### config.mk
export PLATFORM = sky130hd
export DESIGN_NAME = lcd_sync_gen
export DESIGN_NICKNAME = d
export VERILOG_FILES = /design/src/rtl/lcd_sync_pkg.sv /design/src/rtl/lcd_mode_table.sv /design/src/rtl/lcd_raster_cnt.sv /design/src/rtl/lcd_pixel_index.sv /design/src/rtl/lcd_sync_decode.sv /design/src/rtl/lcd_sync_gen.sv
export SDC_FILE = /design/constraint.sdc
export NUM_CORES = 1
export LEC_CHECK = 0
export ABC_AREA = 1
export BUFFER_PORTS_ARGS = -buffer_cell sky130_fd_sc_hd__clkbuf_2
export CORE_ASPECT_RATIO = 2
export CORE_UTILIZATION = 40
export CTS_BUF_LIST = sky130_fd_sc_hd__clkbuf_16
export CTS_CLUSTER_SIZE = 30
export DETAILED_ROUTE_END_ITERATION = 10
export HOLD_SLACK_MARGIN = 0.03
export PLACE_DENSITY_LB_ADDON = 0.25
export RECOVER_POWER = 25
export SLEW_MARGIN = 20
export SYNTH_ARGS = -nofsm -noshare
export SYNTH_HDL_FRONTEND = slang
export SYNTH_HIERARCHICAL = 1
export SYNTH_SLANG_ARGS = --single-unit
### constraint.sdc
create_clock -name clk -period 2.34 [get_ports clk]
set_input_delay 0.117 -clock clk [delete_from_list [all_inputs] [get_ports clk]]
set_output_delay 0.117 -clock clk [all_outputs]
set_load 0.01 [all_outputs]
### src/rtl/lcd_sync_pkg.sv
package lcd_sync_pkg;

  typedef enum logic [1:0] {
    XFER_W16_565 = 2'd0,
    XFER_W8_565  = 2'd1,
    XFER_W8_888  = 2'd2,
    XFER_BAD     = 2'd3
  } xfer_mode_e;

  localparam int unsigned MAX_CPP = 3;

  function automatic int unsigned clocks_per_pix(input xfer_mode_e m);
    case (m)
      XFER_W16_565: return 1;
      XFER_W8_565:  return 2;
      XFER_W8_888:  return 3;
      default:      return 0;
    endcase
  endfunction

  function automatic logic mode_ok(input xfer_mode_e m);
    return m != XFER_BAD;
  endfunction

endpackage

### src/rtl/lcd_mode_table.sv
module lcd_mode_table
  import lcd_sync_pkg::*;
#(
  parameter int unsigned H_TOT        = 336,
  parameter int unsigned H_ACT        = 320,
  parameter int unsigned H_PULSE      = 2,
  parameter int unsigned H_LEAD       = 7,
  parameter int unsigned V_PULSE      = 2,
  parameter int unsigned CORR_W8_565  = 3,
  parameter int unsigned CORR_W8_888  = 5,
  parameter int unsigned POS_W        = 10
) (
  input  xfer_mode_e       mode,
  output logic             legal,
  output logic [1:0]       cpp_m1,
  output logic [POS_W-1:0] period_m1,
  output logic [POS_W-1:0] hs_width,
  output logic [POS_W-1:0] vs_width,
  output logic [POS_W-1:0] act_start,
  output logic [POS_W-1:0] act_end
);

  int unsigned cpp_i;
  int unsigned corr_i;

  always_comb begin
    cpp_i  = clocks_per_pix(mode);
    legal  = mode_ok(mode);
    case (mode)
      XFER_W8_565: corr_i = CORR_W8_565;
      XFER_W8_888: corr_i = CORR_W8_888;
      default:     corr_i = 0;
    endcase
    if (legal) begin
      cpp_m1    = 2'(cpp_i - 1);
      period_m1 = POS_W'(H_TOT * cpp_i - 1);
      hs_width  = POS_W'(H_PULSE * cpp_i);
      vs_width  = POS_W'(V_PULSE * cpp_i);
      act_start = POS_W'(H_LEAD * cpp_i + corr_i);
      act_end   = POS_W'(H_LEAD * cpp_i + corr_i + H_ACT * cpp_i);
    end else begin
      cpp_m1    = '0;
      period_m1 = '0;
      hs_width  = '0;
      vs_width  = '0;
      act_start = '0;
      act_end   = '0;
    end
  end

endmodule

### src/rtl/lcd_raster_cnt.sv
module lcd_raster_cnt #(
  parameter int unsigned POS_W  = 10,
  parameter int unsigned LINE_W = 8,
  parameter int unsigned V_TOT  = 244
) (
  input  logic              clk,
  input  logic              rst_n,
  input  logic              enable,
  input  logic              legal,
  input  logic [POS_W-1:0]  period_m1,
  output logic              run,
  output logic [POS_W-1:0]  pos,
  output logic [LINE_W-1:0] line
);

  localparam logic [LINE_W-1:0] LAST_LINE = LINE_W'(V_TOT - 1);

  always_ff @(posedge clk or negedge rst_n) begin
    if (!rst_n) begin
      run  <= 1'b0;
      pos  <= '0;
      line <= '0;
    end else if (!enable) begin
      run  <= 1'b0;
      pos  <= '0;
      line <= '0;
    end else if (!run) begin
      run <= legal;
    end else if (pos == period_m1) begin
      pos  <= '0;
      line <= (line == LAST_LINE) ? '0 : line + 1'b1;
    end else begin
      pos <= pos + 1'b1;
    end
  end

  a_r2_pos_bound: assert property (@(posedge clk) disable iff (!rst_n)
    run |-> pos <= period_m1);

  a_r5_line_bound: assert property (@(posedge clk) disable iff (!rst_n)
    line <= LAST_LINE);

  a_r5_line_moves_at_wrap: assert property (@(posedge clk) disable iff (!rst_n)
    (run && $past(run) && line != $past(line)) |-> ($past(pos) == period_m1 && pos == '0));

endmodule

### src/rtl/lcd_pixel_index.sv
module lcd_pixel_index #(
  parameter int unsigned POS_W = 10,
  parameter int unsigned PIX_W = 9
) (
  input  logic             clk,
  input  logic             rst_n,
  input  logic             advance,
  input  logic [POS_W-1:0] pos,
  input  logic [POS_W-1:0] act_start,
  input  logic [1:0]       cpp_m1,
  output logic [PIX_W-1:0] pidx
);

  logic [1:0] phase;
  logic       at_pre_start;

  assign at_pre_start = (pos == act_start - 1'b1);

  always_ff @(posedge clk or negedge rst_n) begin
    if (!rst_n) begin
      phase <= '0;
      pidx  <= '0;
    end else if (!advance) begin
      phase <= '0;
      pidx  <= '0;
    end else if (at_pre_start) begin
      phase <= '0;
      pidx  <= '0;
    end else if (phase == cpp_m1) begin
      phase <= '0;
      pidx  <= pidx + 1'b1;
    end else begin
      phase <= phase + 1'b1;
    end
  end

  a_r7_phase_bound: assert property (@(posedge clk) disable iff (!rst_n)
    phase <= cpp_m1 || phase == '0);

endmodule

### src/rtl/lcd_sync_decode.sv
module lcd_sync_decode #(
  parameter int unsigned POS_W   = 10,
  parameter int unsigned LINE_W  = 8,
  parameter int unsigned PIX_W   = 9,
  parameter int unsigned V_FIRST = 2,
  parameter int unsigned V_LAST  = 241
) (
  input  logic              clk,
  input  logic              rst_n,
  input  logic              run,
  input  logic [POS_W-1:0]  pos,
  input  logic [LINE_W-1:0] line,
  input  logic [POS_W-1:0]  hs_width,
  input  logic [POS_W-1:0]  vs_width,
  input  logic [POS_W-1:0]  act_start,
  input  logic [POS_W-1:0]  act_end,
  input  logic [PIX_W-1:0]  pidx,
  output logic              hsync_n,
  output logic              vsync_n,
  output logic              data_valid,
  output logic [PIX_W-1:0]  pix_idx
);

  logic line_active;
  logic span_active;

  always_comb begin
    line_active = (line >= LINE_W'(V_FIRST)) && (line <= LINE_W'(V_LAST));
    span_active = (pos >= act_start) && (pos < act_end);
    hsync_n     = !(run && pos < hs_width);
    vsync_n     = !(run && line == '0 && pos < vs_width);
    data_valid  = run && line_active && span_active;
    pix_idx     = data_valid ? pidx : '0;
  end

  a_r4_valid_clear_of_syncs: assert property (@(posedge clk) disable iff (!rst_n)
    data_valid |-> (hsync_n && vsync_n));

  a_r6_vsync_on_line0: assert property (@(posedge clk) disable iff (!rst_n)
    !vsync_n |-> line == '0);

  a_r7_pix_steps: assert property (@(posedge clk) disable iff (!rst_n)
    (data_valid && $past(data_valid)) |->
      (pix_idx == $past(pix_idx) || pix_idx == $past(pix_idx) + 1'b1));

endmodule

### src/rtl/lcd_sync_gen.sv
module lcd_sync_gen
  import lcd_sync_pkg::*;
#(
  parameter int unsigned H_TOT       = 336,
  parameter int unsigned H_ACT       = 320,
  parameter int unsigned H_PULSE     = 2,
  parameter int unsigned H_LEAD      = 7,
  parameter int unsigned V_ACT       = 240,
  parameter int unsigned V_TOP       = 2,
  parameter int unsigned V_BOT       = 2,
  parameter int unsigned V_PULSE     = 2,
  parameter int unsigned CORR_W8_565 = 3,
  parameter int unsigned CORR_W8_888 = 5,
  localparam int unsigned V_TOT      = V_TOP + V_ACT + V_BOT,
  localparam int unsigned POS_W      = $clog2(H_TOT * MAX_CPP),
  localparam int unsigned LINE_W     = $clog2(V_TOT),
  localparam int unsigned PIX_W      = $clog2(H_ACT)
) (
  input  logic              clk,
  input  logic              rst_n,
  input  logic              enable,
  input  logic [1:0]        mode_sel,
  output logic              hsync_n,
  output logic              vsync_n,
  output logic              data_valid,
  output logic [LINE_W-1:0] line_cnt,
  output logic [POS_W-1:0]  pos_cnt,
  output logic [PIX_W-1:0]  pix_idx
);

  xfer_mode_e       mode_q;
  logic             legal;
  logic [1:0]       cpp_m1;
  logic [POS_W-1:0] period_m1, hs_width, vs_width, act_start, act_end;
  logic             run;
  logic [PIX_W-1:0] pidx;

  always_ff @(posedge clk or negedge rst_n) begin
    if (!rst_n)       mode_q <= XFER_W16_565;
    else if (!enable) mode_q <= xfer_mode_e'(mode_sel);
  end

  lcd_mode_table #(
    .H_TOT(H_TOT), .H_ACT(H_ACT), .H_PULSE(H_PULSE), .H_LEAD(H_LEAD),
    .V_PULSE(V_PULSE), .CORR_W8_565(CORR_W8_565), .CORR_W8_888(CORR_W8_888),
    .POS_W(POS_W)
  ) u_table (
    .mode(mode_q), .legal(legal), .cpp_m1(cpp_m1), .period_m1(period_m1),
    .hs_width(hs_width), .vs_width(vs_width), .act_start(act_start),
    .act_end(act_end)
  );

  lcd_raster_cnt #(.POS_W(POS_W), .LINE_W(LINE_W), .V_TOT(V_TOT)) u_cnt (
    .clk(clk), .rst_n(rst_n), .enable(enable), .legal(legal),
    .period_m1(period_m1), .run(run), .pos(pos_cnt), .line(line_cnt)
  );

  lcd_pixel_index #(.POS_W(POS_W), .PIX_W(PIX_W)) u_pix (
    .clk(clk), .rst_n(rst_n), .advance(run && enable), .pos(pos_cnt),
    .act_start(act_start), .cpp_m1(cpp_m1), .pidx(pidx)
  );

  lcd_sync_decode #(
    .POS_W(POS_W), .LINE_W(LINE_W), .PIX_W(PIX_W),
    .V_FIRST(V_TOP), .V_LAST(V_TOP + V_ACT - 1)
  ) u_dec (
    .clk(clk), .rst_n(rst_n), .run(run), .pos(pos_cnt), .line(line_cnt),
    .hs_width(hs_width), .vs_width(vs_width), .act_start(act_start),
    .act_end(act_end), .pidx(pidx), .hsync_n(hsync_n), .vsync_n(vsync_n),
    .data_valid(data_valid), .pix_idx(pix_idx)
  );

  a_r8_idle_after_disable: assert property (@(posedge clk) disable iff (!rst_n)
    !enable |=> (hsync_n && vsync_n && !data_valid && pos_cnt == '0 && line_cnt == '0));

  a_r8_mode_frozen: assert property (@(posedge clk) disable iff (!rst_n)
    (enable && $past(enable)) |-> $stable(mode_q));

  a_r9_bad_mode_idle: assert property (@(posedge clk) disable iff (!rst_n)
    (mode_q == XFER_BAD) |-> (hsync_n && vsync_n && !data_valid && pos_cnt == '0));

endmodule

==> results of run 1 <==
[cells in the mapped netlist, types with 3 or more instances]
library cell | count | area share (%)
xor2_1 | 15 | 3.2
a21oi_1 | 21 | 2.6
o21ai_0 | 8 | 0.98
inv_2 | 8 | 0.74
buf_2 | 4 | 0.49
nor2_2 | 5 | 0.77
xnor2_1 | 12 | 2.6
nand4_1 | 18 | 2.8
nor2_1 | 85 | 7.8
inv_1 | 109 | 10
buf_4 | 43 | 7.9
nand2_1 | 180 | 17
nand2_2 | 3 | 0.46
nand3_2 | 5 | 1.2
ha_1 | 48 | 15
nand3_1 | 17 | 2.1
nor3_1 | 4 | 0.49
dfrtp_1 | 32 | 20
[kinds of logic (layout without fill, tap and decap cells)]
family                   Yosys count  in the layout  synth area share (%)
XOR/XNOR                          28             28                 6.361
buffers and inverters            167            196                 19.91
flip-flops                        32             32                 19.67
adder cells (fa/ha/maj)           48             48                 14.75
other                              1             20               0.09211
AND/OR/NAND/NOR                  327            329                 34.51
AO/OA/AOI/OAI                     35             35                 4.702
[cells in the final DEF (no fill, tap or decap), types with 16 or more instances in the layout]
cell type / instances
conb_1: 20
ha_1: 36
buf_4: 28
clkbuf_2: 16
nor2_2: 17
nor2_1: 67
nand2_1: 170
inv_1: 100
dfrtp_1: 31
a21oi_1: 18
nand4_1: 18
[per-stage QoR]
stage / cell area (sq um) / setup slack (ns)
5_1_grt: 4882 / -0.5834
3_3_place_gp: 4318 / -0.1927
6_report: 4882 / -0.3818
4_1_cts: 4712 / -0.3734
2_1_floorplan: 4168 / 0.01316
3_5_place_dp: 4318 / -0.3172
[where the power goes]
| group | internal (uW) | leakage [uW] | switching, uW |
|---|---|---|---|
| clock network | 386 | 0.0000710 | 235 |
| registers | 572 | 0.000436 | 41.0 |
| logic | 343 | 0.00199 | 465 |
| total | 1300 | 0.00250 | 742 |
[final timing paths]
kind                       depth (start not counted)                   endpoint  slack (ns)                      from
setup / recovery                                  16                 pix_idx[7]       -0.38     mode_q[0]$_DFFE_PN0N_
hold / removal                                     3      mode_q[1]$_DFFE_PN0N_        0.03               mode_sel[1]
setup reg to reg                                  17  u_pix/pidx[8]$_DFFE_PN0P_       -0.12     mode_q[1]$_DFFE_PN0N_
hold reg to reg                                    1   u_pix/phase[0]$_DFF_PN0_        0.49  u_pix/phase[0]$_DFF_PN0_
max in group asynchronous                          2      mode_q[1]$_DFFE_PN0N_        0.39                     rst_n
min in group asynchronous                          2  u_pix/pidx[2]$_DFFE_PN0P_        0.83                     rst_n
[layout make-up]
cell class                 count  share of cell area (%)
inverter                     118                   9.380
clock inverter                 3                  0.2819
multi-input combinational    460                   58.25
sequential                    32                   16.43
clock buffer                   5                   2.563
tap                          132                   3.383
timing repair buffer          70                   9.713
[worst min-delay path: stages]
cell and delay [ns]:
clkbuf_2 0.07, nand2_1 0.04, nand2_1 0.05
[registers in the layout, indices dropped and copies added, names as in the netlist]
| name | flops |
|---|---|
| mode_q | 2 |
| u_cnt/line | 8 |
| u_cnt/pos | 10 |
| u_cnt/run | 1 |
| u_pix/phase | 2 |
| u_pix/pidx | 9 |
[what timing repair did]
item	CTS	global route
resized for setup	42	49
pin swaps	28	29
endpoints found under the setup margin	21	24
hold endpoints to repair	32	0
cloned	1	1
setup buffers	8	5
hold buffers	1	0
[routing by layer]
layer / vias to the layer above / wire [um] / share of wire (%) / track usage (%)
met5: - / 0 / 0 / 0
met2: 61 / 5833 / 57 / 41.23
li1: 1994 / - / - / -
met1: 1765 / 3721 / 36 / 19.11
met4: 0 / 494 / 4.8 / 12.96
met3: 31 / 223 / 2.2 / 1.524
==> impl_metrics.tcl, run 1 <==
set metrics [dict create \
    clkTransAtPathRegs_ns 0.05 \
    grt_overflow 0 \
    critical_path.slowest_cell "dfrtp_1" \
    finalSetupViolations 23 \
    crit_chain "inv_4 -> ha_4 -> inv_4 -> a21oi_4 -> inv_2 -> ha_4 -> nand2_4 -> inv_2 -> nand2_1 -> nand2_1 -> nand2_1 -> nand2_2 -> nor2_4 -> nand3_4 -> nor2_2 -> buf_2" \
    ff_latch_area_sq_um 802.0 \
    grt_max_degree 33 \
    syn_avg_cell_area_sq_um 6.382 \
    num_io_pins 35 \
    wl_per_cell_um 12.53 \
    crit_fanout 5 \
    rsz0062_at_grt "true" \
    antenna_found_initial 0 \
    fin_ws_ns -0.3818 \
    fin_util_pct 49.68 \
    gp_congestion 0.8578 \
    min_path_type "input pin to flip-flop" \
    cts_root_buf "clkbuf_16" \
    worstPathRequired_ns 2.22 \
    status "finished with violations" \
    fp.dieArea_sq_mm 0.01061 \
    clock_latency_ns 0.28 \
    core_sq_mm 0.009827 \
    ys_dominant_reg_cell "dfrtp_1" \
    areaGrowthSynthToFinish_pct 19.91 \
    first_global_vias 3794 \
    drtIter0Drc 118 \
    viasPerCell 4.696 \
    track_usage_pct 20.58 \
    ys_seq_area_share_pct 19.67 \
    synth_cell_type_count 35 \
    routed_wl_mm 10.27 \
    rows 51 \
    drv_slew 33 \
    critPathTopFamily "simple AND/OR/NAND/NOR gates" \
    holdWs_ns 0.03305 \
    crit_type "flip-flop to output port" \
    cp_common_cell "nand2_1" \
    final_nets 740 \
    finalSetupTns_ns -4.684 \
    fin_skew_ns 0.006281 \
    worst-path-buf-inv 5 \
    drt_first_pass_iters 4 \
    tightest_slew_ns 1.739 \
    h-tree-depth 2 \
    syn_inst 638 \
    hpwl_mm 7.854 \
    numPortBuffers 34 \
    ant_nets 0 \
    drv_cap 1 \
    start_kind "flip-flop" \
    cp.arrival_ns 2.60 \
    power.total_uw 2043 \
    min_period_ns 2.722 \
    max-slew-margin-rel_pct -15.91 \
    p_leak_uw 0.002498 \
    peakVddDrop_uv 488.5 \
    hold_viol 0 \
    power_density_mw_per_mm2 418.4 \
    die_w_um 73.34 \
    n_fill_cell 1042 \
    instances_no_fill 820 \
    slowest_delay_ns 0.43 \
    multi_input_area_sq_mm 0.002844 \
    cts_tree "done" \
    critPathCaptureType "output port" \
    ctsLongestPathBuffers 2 \
    n_antenna_cell 0 \
    numCtsBuffers 5 \
    vias 3851 \
    fmax_mhz 367.4 \
    cts_sinks 32 \
    syn_area_sq_mm 0.004071 \
    synth-seq-cells 32 \
    initial_core_util_pct 41.43 \
    placed_cells 798 \
    grt_first_pass_wirelength_mm 16.66 \
    drc_errors 0 \
    violations "capacitance limit, slew limit, setup timing" \
    drive_gt1_share_pct 22.24 \
    synth_edf_count 0 \
    yosys_warnings 6 \
    die_h_um 144.7 \
    fin_crit_sh_pct 116.3 \
    synth-async-reset-ratio_pct 100.0 \
]
Note: power is estimated with default switching activity, not from simulation.
==> run 2, diff against run 1 <==
--- a/config.mk
+++ b/config.mk
@@ -7,16 +7,20 @@
 export LEC_CHECK = 0
 export ABC_AREA = 1
 export BUFFER_PORTS_ARGS = -buffer_cell sky130_fd_sc_hd__clkbuf_2
+export CELL_PAD_IN_SITES_DETAIL_PLACEMENT = 0
+export CELL_PAD_IN_SITES_GLOBAL_PLACEMENT = 1
 export CORE_ASPECT_RATIO = 2
-export CORE_UTILIZATION = 40
+export CORE_UTILIZATION = 39
 export CTS_BUF_LIST = sky130_fd_sc_hd__clkbuf_16
 export CTS_CLUSTER_SIZE = 30
 export DETAILED_ROUTE_END_ITERATION = 10
 export HOLD_SLACK_MARGIN = 0.03
 export PLACE_DENSITY_LB_ADDON = 0.25
 export RECOVER_POWER = 25
+export SETUP_SLACK_MARGIN = 0.4
 export SLEW_MARGIN = 20
 export SYNTH_ARGS = -nofsm -noshare
 export SYNTH_HDL_FRONTEND = slang
 export SYNTH_HIERARCHICAL = 1
 export SYNTH_SLANG_ARGS = --single-unit
+export TNS_END_PERCENT = 50
==> run 2 against run 1 <==
  * The flow finishes with violations (setup timing)
  * Maximum frequency decreased by 1.5%
  * Count of clock-buffer cells in the layout unchanged
  * Flip-flop and latch count did not move
  * Sequential share of layout area decreased by 0.21 points
  * Largest cell class unchanged
  * Largest power group unchanged
==> impl_metrics.tcl, run 2 (synthesis gave the netlist of run 1 again) <==
set metrics [dict create \
    track_usage_pct 21.02 \
    core_sq_mm 0.01015 \
    drv_cap 0 \
    areaGrowthSynthToFinish_pct 21.67 \
    start_kind "flip-flop" \
    violations "setup timing" \
    worstPathRequired_ns 2.22 \
    hpwl_mm 8.396 \
    fin_crit_sh_pct 118.1 \
    max-slew-margin-rel_pct 43.28 \
    reg.largest.list "u_cnt/pos (10), u_pix/pidx (9), u_cnt/line (8)" \
    fin_ws_ns -0.4238 \
    clock_latency_ns 0.28 \
    rows 52 \
    viasPerCell 4.642 \
    first_global_vias 3638 \
    drive_gt1_share_pct 23.19 \
    tightest_slew_ns 0.8508 \
    fin_skew_ns 0.007882 \
    n_fill_cell 1109 \
    placed_cells 803 \
    ant_nets 0 \
    h-tree-depth 2 \
    p_leak_uw 0.002542 \
    cts_root_buf "clkbuf_16" \
    preCtsSetupSlack_ns -0.3437 \
    initial_core_util_pct 40.11 \
    fin_area_sq_mm 0.004954 \
    largest_register "u_cnt/pos" \
    cp.arrival_ns 2.65 \
    n_antenna_cell 0 \
    die_h_um 146.5 \
    placed_area_sq_mm 0.004352 \
    power_density_mw_per_mm2 416.4 \
    status "finished with violations" \
    numCtsBuffers 5 \
    grt_overflow 0 \
    die_w_um 74.25 \
    grt_first_pass_wirelength_mm 17.27 \
    crit_fanout 5 \
    hold_viol 0 \
    cts_tree "done" \
    antenna_found_initial 0 \
    num_io_pins 35 \
    drv_slew 0 \
    fp.dieArea_sq_mm 0.01088 \
    largest_reg_flops 10 \
    instances_no_fill 825 \
    numPortBuffers 34 \
    peakVddDrop_uv 306.3 \
    wl_per_cell_um 13.39 \
    grt_max_degree 33 \
    crit_type "flip-flop to output port" \
    vias 3830 \
    ctsLongestPathBuffers 2 \
    drc_errors 0 \
    min_period_ns 2.764 \
    rsz0062_at_grt "true" \
    drt_first_pass_iters 4 \
    ff_latch_area_sq_um 803.3 \
    multi_input_area_sq_mm 0.002836 \
    clkTransAtPathRegs_ns 0.05 \
    cts_sinks 32 \
    fmax_mhz 361.8 \
    critPathCaptureType "output port" \
    gp_congestion 0.8021 \
    routed_wl_mm 11.05 \
    final_common_cell "nand2_1" \
    drtIter0Drc 82 \
    min_path_type "input pin to flip-flop" \
    layout_common_cells "171 x nand2_1, 101 x inv_1, 66 x nor2_1" \
    finalSetupViolations 23 \
    final_nets 742 \
]
==> run 2: cell types whose count changed in the layout (fill, tap and decap cells not counted), sizes merged <==
cell      before  now
buf           45   47
clkinv         3    2
clkinvlp       0    1
==> run 2: metal layers <==
metal / vias up / GRT usage [%] / wire length [um]
li1: 1998 / - / -
met1: 1758 / 20.78 / 3971
met2: 56 / 42.64 / 6597
met3: 18 / 2.346 / 204
met4: 0 / 6.132 / 276
met5: - / 0 / 0
==> run 2: layout make-up <==
type | instances | share of cell area (%)
multi-input combinational | 460 | 57.26
sequential | 32 | 16.22
timing repair buffer | 72 | 10.99
inverter | 118 | 9.295
tap | 135 | 3.410
clock buffer | 5 | 2.526
clock inverter | 3 | 0.3031
==> run 2: power breakdown <==
group | internal (uW) | total [uW] | switching [uW]
Combinational | 354 | 830 | 476
Clock | 386 | 618 | 232
Sequential | 573 | 614 | 41.9
Total | 1310 | 2060 | 750
==> run 2: path summary, 6_finish.rpt <==
check / start / to / slack [ns] / depth (start not counted)
min in group asynchronous: rst_n / u_pix/pidx[8]$_DFFE_PN0P_ / 0.48 / 2
max in group asynchronous: rst_n / mode_q[0]$_DFFE_PN0N_ / 1.27 / 2
max: mode_q[0]$_DFFE_PN0N_ / pix_idx[0] / -0.42 / 14
min: mode_sel[0] / mode_q[0]$_DFFE_PN0N_ / 0.05 / 3
max reg2reg: mode_q[0]$_DFFE_PN0N_ / u_pix/phase[0]$_DFF_PN0_ / -0.17 / 19
min reg2reg: u_pix/phase[0]$_DFF_PN0_ / u_pix/phase[0]$_DFF_PN0_ / 0.48 / 1
==> run 2: stage by stage <==
stage	util [%]	hold slack, ns	setup TNS [ns]	power, uW
6_report	48.80	0.04989	-5.789	2063
5_1_grt	48.80	0.06260	-9.193	2205
4_1_cts	47.37	0.05236	-4.610	2037
3_5_place_dp	42.87	0.2704	-4.454	1283
3_3_place_gp	42.87	0.2523	-3.537	1273
2_1_floorplan	-	-0.1786	0	1165
==> run 2: critical path, cell delays in order (launching register included) <==
cell and delay [ns]:
dfrtp_2 0.44, clkinv_4 0.12, ha_4 0.31, inv_4 0.05, a21oi_4 0.18, inv_2 0.06
ha_4 0.22, a21oi_2 0.13, nand2_1 0.07, nand2_1 0.07, nand2_2 0.07, nor2_4 0.18
nand3_4 0.18, nor2_4 0.16, buf_6 0.11
==> run 2: repair_timing <==
action / in CTS / in global routing
hold buffers: 1 / 0
gates resized for setup: 60 / 40
setup endpoints to repair: 41 / 41
buffers inserted: 9 / 2
endpoints found under the hold margin: 32 / 0
gates cloned: 1 / 1
pin swaps: 34 / 22
